<file path="src/rtl/can_arb_pkg.sv">
// Shared constants and the sequencer state type for the identifier
// arbitration unit. Assumes a single clock domain.
package can_arb_pkg;
    localparam int CAN_ID_W      = 11;
    localparam int CAN_IDLE_BITS = 11;

    typedef enum logic [1:0] {
        ARB_IDLE = 2'd0,   // no request held
        ARB_WAIT = 2'd1,   // request held, waiting for a free bus
        ARB_SEND = 2'd2    // start bit and identifier on the bus
    } arb_state_e;
endpackage

</file>
<file path="src/rtl/can_bus_idle_mon.sv">
// Counts consecutive recessive bus samples taken at the bit-time ticks
// and flags a free bus once IDLE_BITS of them have been seen. Any
// dominant sample restarts the count. Assumes bit_tick is a one-cycle pulse.
module can_bus_idle_mon #(
    parameter int IDLE_BITS = 11
) (
    input  logic clk,
    input  logic rst_n,
    input  logic bit_tick,
    input  logic bus_rx,
    output logic bus_free
);
    localparam int CNT_W = $clog2(IDLE_BITS + 1);
    localparam logic [CNT_W-1:0] CNT_TOP = CNT_W'(IDLE_BITS);

    logic [CNT_W-1:0] run_q;

    // Saturating run length of recessive samples.
    always_ff @(posedge clk) begin
        if (!rst_n) begin
            run_q <= '0;
        end else if (bit_tick) begin
            if (!bus_rx)
                run_q <= '0;
            else if (run_q != CNT_TOP)
                run_q <= run_q + 1'b1;
        end
    end

    assign bus_free = (run_q == CNT_TOP);

    // A dominant sample always withdraws the free indication.
    assert_free_drops_on_dominant_R6: assert property (@(posedge clk) disable iff (!rst_n)
        (bit_tick && !bus_rx) |=> !bus_free);
endmodule

</file>
<file path="src/rtl/can_id_serializer.sv">
// Selects the level for a given frame position: position 0 is the
// dominant start bit, positions 1..ID_W carry the identifier MSB first.
// Positions beyond the frame give recessive.
module can_id_serializer #(
    parameter int ID_W  = 11,
    parameter int POS_W = 4
) (
    input  logic [ID_W-1:0]  id,
    input  logic [POS_W-1:0] pos,
    output logic             bit_out
);
    logic [ID_W:0] frame;

    assign frame = {1'b0, id};

    // Position-indexed multiplexer over the start bit and identifier.
    always_comb begin
        bit_out = 1'b1;
        for (int k = 0; k <= ID_W; k++) begin
            if (pos == POS_W'(k))
                bit_out = frame[ID_W-k];
        end
    end
endmodule

</file>
<file path="src/rtl/can_bit_check.sv">
// Compares the driven level with the level read back at a sample point.
// Recessive out / dominant in is lost arbitration; dominant out /
// recessive in is a bit error. Purely combinational.
module can_bit_check (
    input  logic tx_bit,
    input  logic bus_rx,
    output logic lose_now,
    output logic err_now
);
    // Classify the two possible mismatches.
    always_comb begin
        lose_now = tx_bit & ~bus_rx;
        err_now  = ~tx_bit & bus_rx;
    end
endmodule

</file>
<file path="src/rtl/can_id_arbiter.sv">
// Node-side identifier arbitration. It holds a requested identifier, waits
// for a free bus, sends a dominant start bit and then the identifier MSB
// first, and checks every bit at the tick. On loss it backs off and retries;
// on a bit error it drops the request. Assumes bit_tick marks the sample
// point and that bus_rx is already synchronous to clk.
module can_id_arbiter
    import can_arb_pkg::*;
#(
    parameter int ID_W      = CAN_ID_W,
    parameter int IDLE_BITS = CAN_IDLE_BITS
) (
    input  logic            clk,
    input  logic            rst_n,
    input  logic            bit_tick,
    input  logic            bus_rx,
    input  logic            req,
    input  logic [ID_W-1:0] req_id,
    output logic            tx_bit,
    output logic            won,
    output logic            lost,
    output logic            bit_err,
    output logic            busy
);
    localparam int POS_W = $clog2(ID_W + 1);
    localparam logic [POS_W-1:0] LAST_POS = POS_W'(ID_W);

    arb_state_e       state_q;
    logic [ID_W-1:0]  id_q;
    logic [POS_W-1:0] pos_q;
    logic [POS_W-1:0] pos_nxt;
    logic             tx_q;
    logic             won_q, lost_q, err_q;
    logic             bus_free;
    logic             ser_bit;
    logic             lose_now, err_now;

    can_bus_idle_mon #(.IDLE_BITS(IDLE_BITS)) u_idle (
        .clk      (clk),
        .rst_n    (rst_n),
        .bit_tick (bit_tick),
        .bus_rx   (bus_rx),
        .bus_free (bus_free)
    );

    assign pos_nxt = pos_q + 1'b1;

    can_id_serializer #(.ID_W(ID_W), .POS_W(POS_W)) u_ser (
        .id      (id_q),
        .pos     (pos_nxt),
        .bit_out (ser_bit)
    );

    can_bit_check u_chk (
        .tx_bit   (tx_q),
        .bus_rx   (bus_rx),
        .lose_now (lose_now),
        .err_now  (err_now)
    );

    // Arbitration sequencer: request capture, bus-free wait, bit stepping.
    always_ff @(posedge clk) begin
        if (!rst_n) begin
            state_q <= ARB_IDLE;
            id_q    <= '0;
            pos_q   <= '0;
            tx_q    <= 1'b1;
            won_q   <= 1'b0;
            lost_q  <= 1'b0;
            err_q   <= 1'b0;
        end else begin
            won_q  <= 1'b0;
            lost_q <= 1'b0;
            err_q  <= 1'b0;
            case (state_q)
                ARB_IDLE: begin
                    if (req) begin
                        id_q    <= req_id;
                        state_q <= ARB_WAIT;
                    end
                end
                ARB_WAIT: begin
                    if (bit_tick && bus_free && bus_rx) begin
                        state_q <= ARB_SEND;
                        pos_q   <= '0;
                        tx_q    <= 1'b0;
                    end
                end
                ARB_SEND: begin
                    if (bit_tick) begin
                        if (lose_now) begin
                            lost_q  <= 1'b1;
                            tx_q    <= 1'b1;
                            state_q <= ARB_WAIT;
                        end else if (err_now) begin
                            err_q   <= 1'b1;
                            tx_q    <= 1'b1;
                            state_q <= ARB_IDLE;
                        end else if (pos_q == LAST_POS) begin
                            won_q   <= 1'b1;
                            tx_q    <= 1'b1;
                            state_q <= ARB_IDLE;
                        end else begin
                            pos_q <= pos_nxt;
                            tx_q  <= ser_bit;
                        end
                    end
                end
                default: begin
                    state_q <= ARB_IDLE;
                    tx_q    <= 1'b1;
                end
            endcase
        end
    end

    assign tx_bit  = tx_q;
    assign won     = won_q;
    assign lost    = lost_q;
    assign bit_err = err_q;
    assign busy    = (state_q != ARB_IDLE);

    // Outcome pulses never overlap.
    assert_one_outcome_R9: assert property (@(posedge clk) disable iff (!rst_n)
        $onehot0({won_q, lost_q, err_q}));

    // A win releases the node in the same cycle.
    assert_won_frees_R9: assert property (@(posedge clk) disable iff (!rst_n)
        won_q |-> !busy);

    // Dominant is only driven during an attempt.
    assert_dominant_needs_busy_R2: assert property (@(posedge clk) disable iff (!rst_n)
        !tx_q |-> busy);

    // Entering the send phase requires a free bus and a recessive sample.
    assert_start_needs_free_R6: assert property (@(posedge clk) disable iff (!rst_n)
        (state_q == ARB_SEND && $past(state_q) != ARB_SEND) |-> ($past(bus_free) && $past(bus_rx)));

    // A comparator loss during sending leads to a lost pulse and recessive output.
    assert_loss_recessive_R4: assert property (@(posedge clk) disable iff (!rst_n)
        (state_q == ARB_SEND && bit_tick && lose_now) |=> (lost_q && tx_q));
endmodule

</file>
<file path="config.mk">
export PLATFORM = sky130hd
export DESIGN_NAME = can_id_arbiter
export DESIGN_NICKNAME = d
export VERILOG_FILES = /design/src/rtl/can_arb_pkg.sv /design/src/rtl/can_bus_idle_mon.sv /design/src/rtl/can_id_serializer.sv /design/src/rtl/can_bit_check.sv /design/src/rtl/can_id_arbiter.sv
export SDC_FILE = /design/constraint.sdc
export NUM_CORES = 1
export LEC_CHECK = 0
export BUFFER_PORTS_ARGS = -buffer_cell sky130_fd_sc_hd__buf_2
export CORE_MARGIN = 8
export CORE_UTILIZATION = 48
export DETAILED_ROUTE_END_ITERATION = 12
export HOLD_SLACK_MARGIN = 0.03
export PLACE_DENSITY = 0.66
export RECOVER_POWER = 50
export SLEW_MARGIN = 20
export SYNTH_ARGS = -nofsm -noshare
export SYNTH_HDL_FRONTEND = slang
export SYNTH_HIERARCHICAL = 1
export SYNTH_SLANG_ARGS = --single-unit
</file>
<file path="constraint.sdc">
create_clock -name clk -period 3.6 [get_ports clk]
set_input_delay 0.72 -clock clk [delete_from_list [all_inputs] [get_ports clk]]
set_output_delay 0.72 -clock clk [all_outputs]
set_load 0.005 [all_outputs]
</file>
**After elaboration in Yosys (flattened, before gate mapping)**

Cells that the tools add are included.

- Register bits: 25
- Input bits: 16
- Output and inout port bits: 5

- Eq/ne operators: 24
- Add/sub/neg operators: 2
- Bitwise gates (word level): 8
- Reduce and logical (&&, ||, !) cells: 14
- Mux-type cells: 36

Operators by type and width:

| kind | count |
|---|---|
| $mux W4 | 7 |
| $eq A4 B4 Y1 const B | 6 |
| $mux W1 | 20 |
| $eq A4 B3 Y1 const B | 4 |
| $mux W2 | 6 |
| $ne A2 B2 Y1 const B | 6 |
| $add A4 B1 Y4 const B | 2 |
| $eq A4 B2 Y1 const B | 2 |
| $ne A4 B4 Y1 const B | 2 |
| $pmux W4 S2 | 1 |
| $not A1 Y1 | 6 |
| $pmux W2 S3 | 1 |
| $reduce_and A3 Y1 | 2 |
| $reduce_and A6 Y1 | 1 |
| $reduce_or A5 Y1 | 1 |
| $eq A4 B1 Y1 const B | 1 |
| $logic_not A4 Y1 | 1 |
| $reduce_and A2 Y1 | 2 |
| $reduce_and A4 Y1 | 1 |
| $reduce_bool A2 Y1 | 2 |
| $reduce_or A4 Y1 | 1 |
| $pmux W1 S3 | 1 |
| $and A1 B1 Y1 | 2 |
| $eq A2 B1 Y1 const B | 1 |
| other kinds (4) | 5 |

**Longest topological paths before layout**

- Word-level depth: 19
- Gate-level depth with buffers: 8
- Gate-level depth less buffers: 8

**Hierarchy**

The synthesis kept the hierarchy.

Modules (own cells, without submodules):

| module | instances | area each (um^2) | cells an instance |
|---|---|---|---|
| can_id_arbiter | 1 | 933.4 | 108 |
| can_bus_idle_mon | 1 | 235.2 | 25 |
| can_id_serializer | 1 | 132.6 | 19 |
| can_bit_check | 1 | 15.0 | 2 |

**Least setup slack after synthesis**

Ideal clock, no wire load.

- Path kind: input port to flip-flop
- Start: in bus_rx
- End: reg pos_q[1]
- Required time: 3530 ps
- Stages on the path: 5
- Setup time: 70 ps
- Path slack: 1844 ps
- Data arrival time: 1686 ps
- Cells stage by stage: nor2b_1 -> nor2_1 -> and4b_4 -> or3b_1 -> a21boi_1

- Word-level cells in the longest chain between the ends: 4
- Elaborated cells between the ends (all ways): 8
- Those cells by class: eq/ne (3); bitwise (3); reduce/logical (2)

Ends and longest elaborated chain:

| item | RTL line | RTL |
|---|---|---|
| start: declaration | can_id_arbiter.sv:15 | `input logic bus_rx,` |
| $not A1 Y1 | can_bit_check.sv:12 | `lose_now = tx_bit & ~bus_rx;` |
| $and A1 B1 Y1 | can_bit_check.sv:12 |  |
| $ne A2 B2 Y1 (no line) | -- |  |
| $reduce_and A6 Y1 (no line) (*) | -- |  |
| end signal: assignment | can_id_arbiter.sv:103 | `pos_q <= pos_nxt;` |
| end: declaration | can_id_arbiter.sv:29 | `logic [POS_W-1:0] pos_q;` |

Mark *: on every way between the ends. The rest lies on a longest branch, timed or not.
A chain may end at the register's enable or synchronous reset.

**Worst setup path in the final report**

- Start: reg pos_q[0]
- End: reg tx_q, in the netlist tx_bit

- Word-level cells in the longest chain between the ends: 19
- Elaborated cells between the ends (all ways): 31
- Those cells by class: add/sub (1); eq/ne (12); mux (17); reduce/logical (1)

Ends and longest elaborated chain:

| item | RTL line | RTL |
|---|---|---|
| $add A4 B1 Y4 (*) | can_id_arbiter.sv:45 | `assign pos_nxt = pos_q + 1'b1;` |
| named net pos_nxt[2] | can_id_arbiter.sv:30 | `logic [POS_W-1:0] pos_nxt;` |
| $logic_not A4 Y1 | can_id_serializer.sv:20 | `if (pos == POS_W'(k))` |
| $mux W1 (11 in a row) | can_id_serializer.sv:20 |  |
| $mux W1 (*) | can_id_serializer.sv:20 |  |
| named net ser_bit | can_id_arbiter.sv:34 | `logic ser_bit;` |
| $mux W1 (*) | can_id_arbiter.sv:98 | `end else if (pos_q == LAST_POS) begin` |
| $mux W1 (*) | can_id_arbiter.sv:94 | `end else if (err_now) begin` |
| $mux W1 (*) | can_id_arbiter.sv:90 | `if (lose_now) begin` |
| $mux W1 (*) | can_id_arbiter.sv:89 | `if (bit_tick) begin` |
| $pmux W1 S3 (*) | can_id_arbiter.sv:74 | `case (state_q)` |
| end signal: assignment | can_id_arbiter.sv:104 | `tx_q <= ser_bit;` |
| end: declaration | can_id_arbiter.sv:31 | `logic tx_q;` |

The timed path passes the listed nets; every way through them passes the cells marked *. The select of a mux whose other input is x is not followed.

==> impl_results.md <==
- Run status: finished, final reports clean
- Critical path class: reg -> reg
- Cells after synthesis: 154
- Core Rows: 19
- Post-DRT Antenna Nets: 0
- Via count: 1094
- Yosys cell types: 43
- Fill cells: 281
- Chip width: 68.4 µm
- Clock tree sinks: 25
- Initial Util: 49.0%
- Initial antenna violation count: 0
- DRC Markers: 0
- Final setup margin: 1.53 ns
- Rel. slew slack: 61.6%
- CP endpoint kind: flip-flop
- Global route total overflow: 0
- Seq/Total Area, Yosys: 38.0%
- Reg-to-reg setup timing slack: 1.53 ns
- GPL Wtd Cong: 0.783
- First-pass GRT wire length: 4400 µm
- Core area: 2690 µm²
- CTS tree: done
- Die ar.: 4670 µm²
- Largest net degree at the start of global routing: 28
- H-tree depth: 1
- Max clock buf depth: 2
- Die H: 68.4 µm
- Number of global-route vias before repair: 1011
- WL final: 2560 µm
- Inserted Clock Buffers: 3
- Most common cell after layout, fill and taps aside: nand2_1
- Total power: 461 µW
- NumNets Final: 190
- Hold slack: 0.471 ns
- CTS Hold Bufs: 0
- Worst-case reg-to-reg path depth: 8
- Post-cts resize count: 0
- Via density per instance: 5.42
- Delay-heaviest family, CP: compound AO/OA/AOI/OAI gates
- Dpl hpwl: 1920 µm
- PwrDens: 326 nW/µm²
- Final setup viols: 0
- Clk_lat worst skew: 0.31 ns
- Syn nets: 172
- Setup WS pre-CTS: 1.56 ns
- Crit-path cells: ha_1 -> xor2_1 -> nand2_1 -> o21ai_0 -> nor2_1 -> a211oi_1 -> nor3_1 -> o211ai_1
- Post-CTS Setup Bufs: 0
- Hold Path Class: reg -> reg
- CP Max Fanout: 7
- Final hold vios: 0
- Iteration-0 DRC Markers: 76
- Top routing layer in use: met4
- RSZ-0062 raised after global routing: false
- Routed wl met3: 138 µm
- Hold path cells: 2
- CP max stage delay: 0.44 ns
- Ant. Diodes: 0
- Wire length per cell: 12.7 µm
- Synthesized area per cell: 8.55 µm²
- Met2 WL post-DR: 1230 µm
- Worst Max-Slew Pin Slew: 0.576 ns
- CP bufs+invs: 0
- Overall Global Routing Usage: 12.2%
- Final Skew: 0.0135 ns
- Max-cap viol count: 0
- Most frequent cells in the layout: nand2_1 (29), dfxtp_1 (25), buf_2 (16), nor2_1 (11), a21boi_0 (11)
- CTS clk-pin slew, worst paths: 0.13 ns
- I/O pin cnt: 21
- Final min period: 2.07 ns
- Top achievable clock speed: 484 MHz
- WP data required: 3.85 ns
- Maximum vdd drop: 0.267 mV
- Area delta synth->final: 7.51%
- M1 WL: 1170 µm
- Leading area contributor after synthesis: dfxtp_1
- Warnings, synthesis: 6
- LEAKAGE: 0.551 nW
- Layout Cells excl Fill: 202
- Ratio of cells with drive above 1 in the final layout: 15.8%
- Arrival @ worst endpoint: 2.32 ns
- Final Max Slew Viols: 0
- Flops & latches, synth: 25
- Placed cells: 198
- Pre-Repair DR Iteration Count: 4
- Final period util: 57.4%
- Top area cells in the synthesized netlist: dfxtp_1 (38%), nand2_1 (8.3%), a21boi_0 (5.1%), nor2_1 (3.1%), mux2i_1 (3.0%)
- Setup total negative slack: 0 ns
- I/O Buffers: 20
- Crit path depth: 8
- Clock root buffer: clkbuf_4
- Crit path launch type: flip-flop
- Cell Area, Synth: 1320 µm²
- Crit-path slowest cell: xor2_1
- Proportion of netlist area held by the largest area contributor: 38.0%
-- power by group --
group | leakage [nW] | switching (mW) | internal [mW]
clock network | 0.0150 | 0.0783 | 0.0432
logic | 0.333 | 0.0262 | 0.0196
registers | 0.204 | 0.00761 | 0.286
total | 0.551 | 0.112 | 0.349
-- cells by family (layout without fill, tap and decap cells) --
kind of cell,after synthesis,count (layout),synth area share [%]
XOR/XNOR,2,2,1.33
multiplexers,5,5,4.75
flip-flops,25,25,38.0
adder cells (fa/ha/maj),2,2,1.90
AO/OA/AOI/OAI,34,34,18.3
AND/OR/NAND/NOR,75,75,31.1
buffers and inverters,11,28,4.56
-- worst paths after layout --
path	start	to
worst max-delay path	pos_q[0]$_SDFFE_PN0P_	tx_bit$_SDFFE_PN1P_
worst min register to register	id_q[0]$_SDFFE_PN0P_	id_q[0]$_SDFFE_PN0P_
worst min-delay path	id_q[0]$_SDFFE_PN0P_	id_q[0]$_SDFFE_PN0P_
worst max register to register	pos_q[0]$_SDFFE_PN0P_	tx_bit$_SDFFE_PN1P_
-- layout make-up --
cell class                 count  area, µm²  share of cell area, %
multi-input combinational    118        739                   52.3
clock buffer                   4       26.3                   1.86
sequential                    25        500                   35.4
tap                           31       38.8                   2.74
inverter                       4       15.0                   1.06
timing repair buffer          20       95.1                   6.72
-- flip-flops by register name, indices dropped and copies added, names as in the netlist --
signal and cells:
id_q 11, pos_q 4, u_idle/run_q 4, state_q 2, bit_err 1, lost 1
tx_bit 1, won 1
-- Yosys cell counts, drive strengths merged --
| cell | number |
|---|---|
| a31o | 1 |
| o221a | 1 |
| or3b | 1 |
| and4b | 1 |
| o211ai | 1 |
| inv | 4 |
| ha | 2 |
| and2 | 2 |
| o21a | 4 |
| nor2 | 11 |
| a21oi | 4 |
| nand2 | 30 |
| and2b | 1 |
| nor2b | 4 |
| nand3b | 3 |
| nand4b | 1 |
| xnor2 | 1 |
| a31oi | 2 |
| clkbuf | 2 |
| nand2b | 4 |
| nor3 | 3 |
| buf | 4 |
| xor2 | 1 |
| nand3 | 8 |
| mux2i | 4 |
| nor4b | 1 |
| dlygate4sd1 | 1 |
| dfxtp | 25 |
| o21ai | 7 |
| mux4 | 1 |
| nor3b | 3 |
| or2b | 1 |
| a21boi | 13 |
| a211oi | 1 |
| and3b | 1 |
-- metal layers --
layer  up-vias  global-route usage (%)
met5         -                       0
met4         0                    5.37
met3         2                    2.29
met2        22                    20.9
met1       505                    14.4
li1        565                       -
-- stage by stage --
| step | cell area [µm²] | util [%] |
|---|---|---|
| floorplan | 1320 | - |
| global placement | 1410 | 52.5 |
| global route | 1420 | 52.7 |
| finish | 1420 | 52.7 |
| CTS | 1440 | 53.5 |
| detailed placement | 1410 | 52.5 |
-- worst register-to-register path, cell delays in order, from the launching register on --
cell and delay, ns:
dfxtp_1 0.40, ha_1 0.24, xor2_1 0.44, nand2_1 0.12
o21ai_0 0.16, nor2_1 0.06, a211oi_1 0.31, nor3_1 0.09
o211ai_1 0.18
(Power assumes the default switching activity.)
